<file path="src/rtl/sdram_init_pkg.sv">
package sdram_init_pkg;

  typedef enum logic [1:0] {
    K_NOP,
    K_PRE,
    K_REF,
    K_MRS
  } cmd_kind_t;

  typedef enum logic [2:0] {
    ST_STAB,
    ST_PRE,
    ST_PGAP,
    ST_REF,
    ST_RGAP,
    ST_MRS,
    ST_MGAP,
    ST_DONE
  } seq_state_t;

  localparam int NUM_REF = 2;
  localparam int ALL_BANK_BIT = 10;

  // {cs_n, ras_n, cas_n, we_n}
  function automatic logic [3:0] cmd_pins(cmd_kind_t k);
    case (k)
      K_PRE:   return 4'b0010;
      K_REF:   return 4'b0001;
      K_MRS:   return 4'b0000;
      default: return 4'b0111;
    endcase
  endfunction

  function automatic int unsigned stab_cycles(int unsigned mhz, int unsigned us);
    return mhz * us;
  endfunction

  function automatic int unsigned max2(int unsigned a, int unsigned b);
    return (a > b) ? a : b;
  endfunction

endpackage

</file>
<file path="src/rtl/init_timer.sv">
module init_timer #(
  parameter int W = 8,
  parameter logic [W-1:0] RST_VAL = '0
) (
  input  logic         clk,
  input  logic         rst_n,
  input  logic         load,
  input  logic [W-1:0] load_val,
  output logic         zero
);
  logic [W-1:0] cnt;

  always_ff @(posedge clk) begin
    if (!rst_n)             cnt <= RST_VAL;
    else if (load)          cnt <= load_val;
    else if (cnt != '0)     cnt <= cnt - 1'b1;
  end

  assign zero = (cnt == '0);

  // a reload takes effect on the following cycle
  assert_timer_reload_R5: assert property (@(posedge clk) disable iff (!rst_n)
    load |=> (cnt == $past(load_val)));

endmodule

</file>
<file path="src/rtl/init_fsm.sv">
module init_fsm
  import sdram_init_pkg::*;
#(
  parameter int CNT_W = 8,
  parameter int T_RP  = 3,
  parameter int T_RC  = 8,
  parameter int T_MRD = 2
) (
  input  logic             clk,
  input  logic             rst_n,
  input  logic             tmr_zero,
  output logic             tmr_load,
  output logic [CNT_W-1:0] tmr_val,
  output cmd_kind_t        kind,
  output logic             seq_done
);
  localparam int RC_W = $clog2(NUM_REF + 1);
  localparam logic [CNT_W-1:0] GAP_RP  = CNT_W'(T_RP - 2);
  localparam logic [CNT_W-1:0] GAP_RC  = CNT_W'(T_RC - 2);
  localparam logic [CNT_W-1:0] GAP_MRD = CNT_W'(T_MRD - 2);

  seq_state_t st, nxt;
  logic [RC_W-1:0] ref_cnt;

  always_comb begin
    nxt      = st;
    tmr_load = 1'b0;
    tmr_val  = '0;
    case (st)
      ST_STAB: if (tmr_zero) nxt = ST_PRE;
      ST_PRE:  begin nxt = ST_PGAP; tmr_load = 1'b1; tmr_val = GAP_RP; end
      ST_PGAP: if (tmr_zero) nxt = ST_REF;
      ST_REF:  begin nxt = ST_RGAP; tmr_load = 1'b1; tmr_val = GAP_RC; end
      ST_RGAP: if (tmr_zero) nxt = (ref_cnt == RC_W'(NUM_REF)) ? ST_MRS : ST_REF;
      ST_MRS:  begin nxt = ST_MGAP; tmr_load = 1'b1; tmr_val = GAP_MRD; end
      ST_MGAP: if (tmr_zero) nxt = ST_DONE;
      default: nxt = ST_DONE;
    endcase
  end

  always_ff @(posedge clk) begin
    if (!rst_n) begin
      st      <= ST_STAB;
      ref_cnt <= '0;
    end else begin
      st <= nxt;
      if (st == ST_REF) ref_cnt <= ref_cnt + 1'b1;
    end
  end

  always_comb begin
    case (st)
      ST_PRE:  kind = K_PRE;
      ST_REF:  kind = K_REF;
      ST_MRS:  kind = K_MRS;
      default: kind = K_NOP;
    endcase
  end

  assign seq_done = (st == ST_DONE);

  // mode load is reached only after both refreshes
  assert_two_refresh_R6: assert property (@(posedge clk) disable iff (!rst_n)
    (st == ST_MRS) |-> (ref_cnt == RC_W'(NUM_REF)));

  // no refresh beyond the second
  assert_refresh_limit_R6: assert property (@(posedge clk) disable iff (!rst_n)
    (st == ST_REF) |-> (ref_cnt < RC_W'(NUM_REF)));

endmodule

</file>
<file path="src/rtl/init_cmd_drv.sv">
module init_cmd_drv
  import sdram_init_pkg::*;
#(
  parameter int ADDR_W = 12,
  parameter int BA_W   = 2
) (
  input  logic              clk,
  input  logic              rst_n,
  input  cmd_kind_t         kind,
  input  logic              done_in,
  input  logic [ADDR_W-1:0] cfg,
  output logic [3:0]        cmd_q,
  output logic [ADDR_W-1:0] addr_q,
  output logic [BA_W-1:0]   ba_q,
  output logic              cke_q,
  output logic              done_q
);
  function automatic logic [ADDR_W-1:0] keep_mask();
    logic [ADDR_W-1:0] m;
    m = '0;
    for (int i = 0; i < 7; i++) m[i] = 1'b1;
    m[9] = 1'b1;
    return m;
  endfunction

  localparam logic [ADDR_W-1:0] KEEP    = keep_mask();
  localparam logic [ADDR_W-1:0] PRE_ALL = ADDR_W'(1) << ALL_BANK_BIT;

  always_ff @(posedge clk) begin
    if (!rst_n) begin
      cmd_q  <= cmd_pins(K_NOP);
      addr_q <= '0;
      ba_q   <= '0;
      cke_q  <= 1'b1;
      done_q <= 1'b0;
    end else begin
      cmd_q  <= cmd_pins(kind);
      ba_q   <= '0;
      cke_q  <= 1'b1;
      done_q <= done_in;
      case (kind)
        K_PRE:   addr_q <= PRE_ALL;
        K_MRS:   addr_q <= cfg & KEEP;
        default: addr_q <= '0;
      endcase
    end
  end

  // precharge always carries the all-banks select
  assert_pre_all_R4: assert property (@(posedge clk) disable iff (!rst_n)
    (cmd_q == 4'b0010) |-> addr_q[ALL_BANK_BIT]);

  // reserved and operating-mode fields cleared on the mode load
  assert_mode_rsvd_R7: assert property (@(posedge clk) disable iff (!rst_n)
    (cmd_q == 4'b0000) |-> (addr_q[8:7] == 2'b00 && addr_q[11:10] == 2'b00));

  // done is sticky
  assert_done_sticky_R8: assert property (@(posedge clk) disable iff (!rst_n)
    done_q |=> done_q);

  // bus idle once done
  assert_done_idle_R8: assert property (@(posedge clk) disable iff (!rst_n)
    done_q |-> (cmd_q == 4'b0111));

endmodule

</file>
<file path="src/rtl/sdram_pwrup_seq.sv">
module sdram_pwrup_seq
  import sdram_init_pkg::*;
#(
  parameter int CLK_MHZ = 100,
  parameter int WAIT_US = 100,
  parameter int T_RP    = 3,
  parameter int T_RC    = 8,
  parameter int T_MRD   = 2,
  parameter int ADDR_W  = 12,
  parameter int BA_W    = 2
) (
  input  logic              clk,
  input  logic              rst_n,
  input  logic [ADDR_W-1:0] mode_cfg,
  output logic              sd_cke,
  output logic              sd_cs_n,
  output logic              sd_ras_n,
  output logic              sd_cas_n,
  output logic              sd_we_n,
  output logic [ADDR_W-1:0] sd_addr,
  output logic [BA_W-1:0]   sd_ba,
  output logic              init_done
);
  localparam int unsigned STAB  = stab_cycles(CLK_MHZ, WAIT_US);
  localparam int unsigned MAXC  = max2(STAB, max2(T_RC, max2(T_RP, T_MRD)));
  localparam int          CNT_W = $clog2(MAXC + 2);

  logic             tmr_load, tmr_zero;
  logic [CNT_W-1:0] tmr_val;
  cmd_kind_t        kind;
  logic             seq_done;
  logic [3:0]       cmd_q;

  init_timer #(.W(CNT_W), .RST_VAL(CNT_W'(STAB - 1))) u_tmr (
    .clk(clk), .rst_n(rst_n), .load(tmr_load), .load_val(tmr_val), .zero(tmr_zero)
  );

  init_fsm #(.CNT_W(CNT_W), .T_RP(T_RP), .T_RC(T_RC), .T_MRD(T_MRD)) u_fsm (
    .clk(clk), .rst_n(rst_n), .tmr_zero(tmr_zero), .tmr_load(tmr_load),
    .tmr_val(tmr_val), .kind(kind), .seq_done(seq_done)
  );

  init_cmd_drv #(.ADDR_W(ADDR_W), .BA_W(BA_W)) u_drv (
    .clk(clk), .rst_n(rst_n), .kind(kind), .done_in(seq_done), .cfg(mode_cfg),
    .cmd_q(cmd_q), .addr_q(sd_addr), .ba_q(sd_ba), .cke_q(sd_cke), .done_q(init_done)
  );

  assign {sd_cs_n, sd_ras_n, sd_cas_n, sd_we_n} = cmd_q;

  // Window checker for the stabilization wait: counts NOP pin cycles
  logic [CNT_W:0] nop_run;
  always_ff @(posedge clk) begin
    if (!rst_n)                                             nop_run <= '0;
    else if (cmd_q == 4'b0111 && nop_run < (CNT_W+1)'(STAB + 2)) nop_run <= nop_run + 1'b1;
  end

  // precharge appears after exactly STAB NOP cycles past release
  assert_stab_len_R3: assert property (@(posedge clk) disable iff (!rst_n)
    (cmd_q == 4'b0010) |-> (nop_run == (CNT_W+1)'(STAB + 1)));

endmodule

</file>
<file path="config.mk">
export PLATFORM = sky130hd
export DESIGN_NAME = sdram_pwrup_seq
export DESIGN_NICKNAME = d
export VERILOG_FILES = /design/src/rtl/sdram_init_pkg.sv /design/src/rtl/init_timer.sv /design/src/rtl/init_fsm.sv /design/src/rtl/init_cmd_drv.sv /design/src/rtl/sdram_pwrup_seq.sv
export SDC_FILE = /design/constraint.sdc
export NUM_CORES = 1
export LEC_CHECK = 0
export ABC_AREA = 1
export ABC_CLOCK_PERIOD_IN_PS = 4000
export BUFFER_PORTS_ARGS = -buffer_cell sky130_fd_sc_hd__clkbuf_2
export CAP_MARGIN = 15
export CORE_ASPECT_RATIO = 1.25
export CORE_MARGIN = 4
export CORE_UTILIZATION = 36
export DETAILED_ROUTE_END_ITERATION = 8
export GPL_TIMING_DRIVEN = 0
export SYNTH_ARGS = -nofsm -noshare
export SYNTH_HDL_FRONTEND = slang
export SYNTH_HIERARCHICAL = 1
export SYNTH_SLANG_ARGS = --single-unit
</file>
<file path="constraint.sdc">
create_clock -name clk -period 4 [get_ports clk]
set_input_delay 0.6 -clock clk [delete_from_list [all_inputs] [get_ports clk]]
set_output_delay 0.6 -clock clk [all_outputs]
set_load 0.05 [all_outputs]
</file>
* Word level (Yosys, flattened, before mapping)
Cells that the tools add are included.
** Storage, ports and cells
- Flip-flop bits (word level) :: 36
- Output and inout bits :: 20
** Operators by class
- Add/subtract/negate cells :: 2
- Equality and inequality tests :: 15
- Mux-type cells :: 13
- Reduce and logical (&&, ||, !) cells :: 6
** Operators with widths (number)
- 14-bit 2-to-1 mux :: 2
- 11-bit one-hot mux with 2 select lines :: 1
- 3-bit one-hot mux with 7 select lines :: 1
- 3-bit 2-to-1 mux :: 5
- 14-bit logical NOT :: 1
- 14-bit nonzero test :: 1
- 14-bit by 1-bit subtractor with 14-bit output, second input constant :: 1
- 3-bit == test, second input constant :: 4
- 3-bit one-hot mux with 3 select lines :: 1
- 2-bit inequality test, second input constant :: 4
- 2-bit == test, second input constant :: 3
- 3-bit by 2-bit == test with 1-bit output, second input constant :: 2
- 2-bit one-hot mux with 3 select lines :: 1
- 3-bit one-hot mux with 2 select lines :: 1
- 4-bit AND reduction :: 1
- 3-bit by 1-bit == test with 1-bit output, second input constant :: 1
- 3-bit logical NOT :: 1
- 3-bit OR reduction :: 1
- 2-bit by 1-bit adder with 2-bit output, second input constant :: 1
- 2-bit by 1-bit == test with 1-bit output, second input constant :: 1
- 2-bit nonzero test :: 1
- 1-bit 2-to-1 mux :: 1

* Logic depth before layout (Yosys ltp)
- Depth after elaboration :: 4
- Gate-level depth with buffers :: 12

* Hierarchy
Netlist, hierarchy kept.
** Modules (own cells, without submodules)
- init_timer :: times used 1, cells an instance 148, area each 930.9 um^2
- init_cmd_drv :: times used 1, cells an instance 45, area each 434.2 um^2
- init_fsm :: times used 1, cells an instance 55, area each 357.8 um^2

* Least setup slack after synthesis
No wires, ideal clock.
- Path type :: register to register
- Start point :: reg u_tmr.cnt[0]
- End point :: reg u_fsm.st[1]
- Library setup time :: 0.109 ns
- Arrival :: 1.312 ns
- Path slack :: 2.579 ns
- Stages on the path, launching flop included :: 12
- Path buffers :: 0
- Cells stage by stage :: dfxtp_1 inv_1 ha_1 nand2_2 nor2_4 nand3_4 nor2_8 nor2_1 inv_1 nand3_1 nand2_1 inv_1
** On the way
- Word-level cells in the longest chain between the ends :: 3
** Ends and longest elaborated chain
- start, declared :: line init_timer.sv:11 : logic [W-1:0] cnt;
- start signal, assigned :: line init_timer.sv:15 : else if (load) cnt <= load_val;
- start signal, assigned :: line init_timer.sv:16 : else if (cnt != '0) cnt <= cnt - 1'b1;
- 14-bit logical NOT (*) :: line init_timer.sv:19 : assign zero = (cnt == '0);
- net tmr_zero :: line sdram_pwrup_seq.sv:28 : logic tmr_load, tmr_zero;
- 2-bit inequality test (no line)
- 4-bit AND reduction (no line) (*)
- end signal, assigned :: line init_fsm.sv:46 : st <= nxt;
- end, declared :: line init_fsm.sv:22 : seq_state_t st, nxt;
Mark *: on every way through the listed nets, which the timed path passes. The rest lies on a longest branch.
A chain may end at the register's enable or synchronous reset.

* Final worst setup path
- Start point :: reg u_fsm.st[1]
- End point :: reg u_tmr.cnt[0]
** On the way
- Word-level cells in the longest chain between the ends :: 4
** Ends and longest elaborated chain
- 3-bit by 1-bit == test with 1-bit output, or another cell as far along :: line init_fsm.sv:29 : case (st)
- 3-bit OR reduction (no line) (*)
- 1-bit 2-to-1 mux (*) :: line init_fsm.sv:29
- net tmr_load :: line sdram_pwrup_seq.sv:28
- 14-bit 2-to-1 mux or 2-bit nonzero test (tied branches)
Marked as above.

==> summary.md <==
| Metric | Value |
|---|---|
| Crit-path max FO | 10 |
| Part of the power in registers | 0.476 |
| H-tree level count | 2 |
| Slew Limit Fails | 0 |
| RSZ-0062 raised after global routing | false |
| Distinct cells, synth | 31 |
| Final TNS setup | 0 ps |
| # hold bufs at CTS | 0 |
| Most common cell after layout, fill and taps aside | nand2_1 |
| DR WL/cell | between 10 and 15 um |
| P&R area growth vs syn | 20.1% |
| Outcome | complete, no violations |
| Number of synthesized flops with an enable pin | 0 |
| # clock sinks | 32 |
| Cell count after synthesis | 248 |
| P_leak | 1.06 nW |
| Post-DRT Antenna Nets | 0 |
| DRC Markers | 0 |
| Nets@finish | 308 |
| Final wirelength | 3.57 mm |
| Core area | 4530 um^2 |
| Final hold violations | 0 |
| Cell mode on critical path | a21oi_1 |
| Total number of yosys warnings | 6 |
| Io pins | 34 |
| WP data required | 4180 ps |
| Max-slew headroom | 0.665 |
| P_sw | around 150 uW |
| Initial antenna violation count | 0 |
| Power density of the placed cells | 328 nW/um^2 |
| Worst Tran Pin Value | ~500 ps |
| Die Wd | 69.9 um |
| Synthesized area per cell | 6.95 um^2 |
| Crit Path Category | reg -> reg |
| Startpoint Class | register |
| Critical Path AT | 1860 ps |
| # diodes | 0 |
| Top FF cell, synth | dfxtp_1 |
| Port bufs | 22 |
| Iteration-0 DRC Markers | 57 |
| Instance area after placement | between 1500 and 2000 um^2 |
| Pin count of the biggest net entering global routing | 11 |
| Crit-path cells | a21oi_1, inv_1, buf_2, nand4_2, a21oi_1, o21ai_1 |
| Clock transition at the registers of the reported paths | 70 ps |
| # setup viols final | 0 |
| Max Clk Rate | roughly 600 MHz |
| Post-route cell area | ~2100 um^2 |
| Post-CTS Resized | 0 |
| Sw Ratio | 0.225 |
| CTS tree | built |
| Hold WC Path Type | reg -> reg |
| Final min period | 1680 ps |
| Postcts setup bufs | 0 |
| Internal power | 526 uW |
| Clock power share | 0.452 |
| Share of cells above drive strength 1 | 0.246 |
| Combinational share of power | 0.072 |
| Fin Clk Skew | around 4.4 ps |
| Sequential area share after synthesis | 0.372 |
| Die span in y | 85.3 um |
| First-pass GRT wire length | 6.24 mm |
| Placer Congestion | 0.790 |
| Die ar. | 5960 um^2 |
| Tcrit/Tclk final | 0.419 |
| Critical-path top delay cell | dfxtp_1 |
| Overall Global Routing Usage | 0.133 |
| Clock Latency Late Sink | 290 ps |
| Synth Cell Area | 1720 um^2 |
| Starting density of the core | 0.381 |
| Vias | between 1000 and 1500 |
| Vias/cell | 4.23 |
| Cts bufs inserted | 5 |
| Max-Cap Viols | 0 |
| Remaining global-route overflow | 0 |
| Row count | 27 |
| Root Buffer | clkbuf_8 |
| Commonest non-fill, non-tap cells in the layout | nand2_1 (58), nor2_1 (38), dfxtp_1 (32) |
| Synth Register Bits | 32 |
| Clock buffer depth | 2 |
| DR pass1 iterations | 4 |
| Worst ir drop on vdd | 155 uV |
| Async SR Flop Fraction | 0 |
| Slowest cell delay on critical path | 450 ps |
| Crit end category | register |
| Number of global-route vias before repair | ~1400 |
| Post-DP HPWL | around 2.7 mm |
==> registers in the layout (all words and copies together) (netlist names) <==
register,count
u_drv/addr_q,9
u_drv/done_q,1
u_drv/cmd_q,3
u_fsm/st,3
u_fsm/ref_cnt,2
u_tmr/cnt,14
==> cells in the mapped netlist, types with 2 or more instances <==
master | count | area share
buf_2 | 2 | 0.0058
o21ai_0 | 9 | 0.026
ha_1 | 2 | 0.015
conb_1 | 3 | 0.0065
clkbuf_1 | 3 | 0.0065
nor2_1 | 38 | 0.083
nand2_4 | 2 | 0.013
buf_4 | 19 | 0.083
or2_2 | 3 | 0.011
o211ai_1 | 3 | 0.013
nor2_2 | 9 | 0.033
a21oi_1 | 6 | 0.017
o21ai_1 | 3 | 0.0087
nand2_2 | 2 | 0.0073
dfxtp_1 | 32 | 0.37
inv_1 | 25 | 0.054
nand3_1 | 15 | 0.044
nand2_1 | 58 | 0.13
nor3_1 | 2 | 0.0058
==> power by group through the flow <==
stage,Combinational (mW),Clock [mW],Sequential [mW]
floorplan,0.0397,0,0.330
global placement,0.0477,0,0.330
detailed placement,0.0484,0,0.330
CTS,0.0485,0.316,0.323
global route,0.0545,0.326,0.323
finish,0.0490,0.306,0.323
==> layer usage <==
layer / track usage / up-vias / share of wire
li1: - / 816 / -
met1: 0.143 / 628 / 0.42
met2: 0.233 / 35 / 0.50
met3: 0.0438 / 7 / 0.059
met4: 0.0662 / 0 / 0.023
met5: 0 / - / 0
==> cell type report <==
type / count / area (um^2)
Fill cell: 487 / 2460
Timing Repair Buffer: 22 / 110
Sequential cell: 32 / 641
Clock inverter: 2 / 35.0
Clock buffer: 6 / 72.6
Buffer: 24 / 164
Inverter: 26 / 97.6
Multi-Input combinational cell: 181 / 877
Tap cell: 58 / 72.6
==> per-stage QoR <==
stage | cells | power, mW | hold WS (ps) | setup WS, ps | util
after floorplan | 263 | 0.369 | 454 | 2580 | -
after global placement | 343 | 0.378 | 466 | 2180 | 0.433
after detailed placement | 343 | 0.378 | 478 | 2180 | 0.433
after CTS | 351 | 0.688 | 489 | 2330 | 0.457
after global routing | 351 | 0.704 | 514 | 2090 | 0.457
final | 351 | 0.678 | 490 | 2320 | 0.457
==> path summary, 6_finish.rpt <==
check / from / endpoint / slack (ps) / cells after the start
max reg2reg: u_fsm/st[1] / u_tmr/cnt[0] / 2320 / 6
min reg2reg: u_tmr/cnt[1] / u_tmr/cnt[1] / 490 / 2
min: u_tmr/cnt[1] / u_tmr/cnt[1] / 490 / 2
max: u_fsm/st[1] / u_tmr/cnt[0] / 2320 / 6
==> worst max-delay path, delay by kind of cell, from the launching register on <==
kind | cells | cell delay [ps]
flip-flops | 1 | 450
AND/OR/NAND/NOR | 1 | 310
buffers and inverters | 2 | 350
AO/OA/AOI/OAI | 3 | 450
==> logic make-up after synthesis <==
| family | after synthesis | share of synthesized area |
|---|---|---|
| AO/OA/AOI/OAI | 23 | 0.0733 |
| AND/OR/NAND/NOR | 136 | 0.372 |
| flip-flops | 32 | 0.372 |
| adder cells (fa/ha/maj) | 2 | 0.0145 |
| XOR/XNOR | 2 | 0.0102 |
| other | 3 | 0.00654 |
| buffers and inverters | 50 | 0.152 |
(Power assumes the default switching activity.)
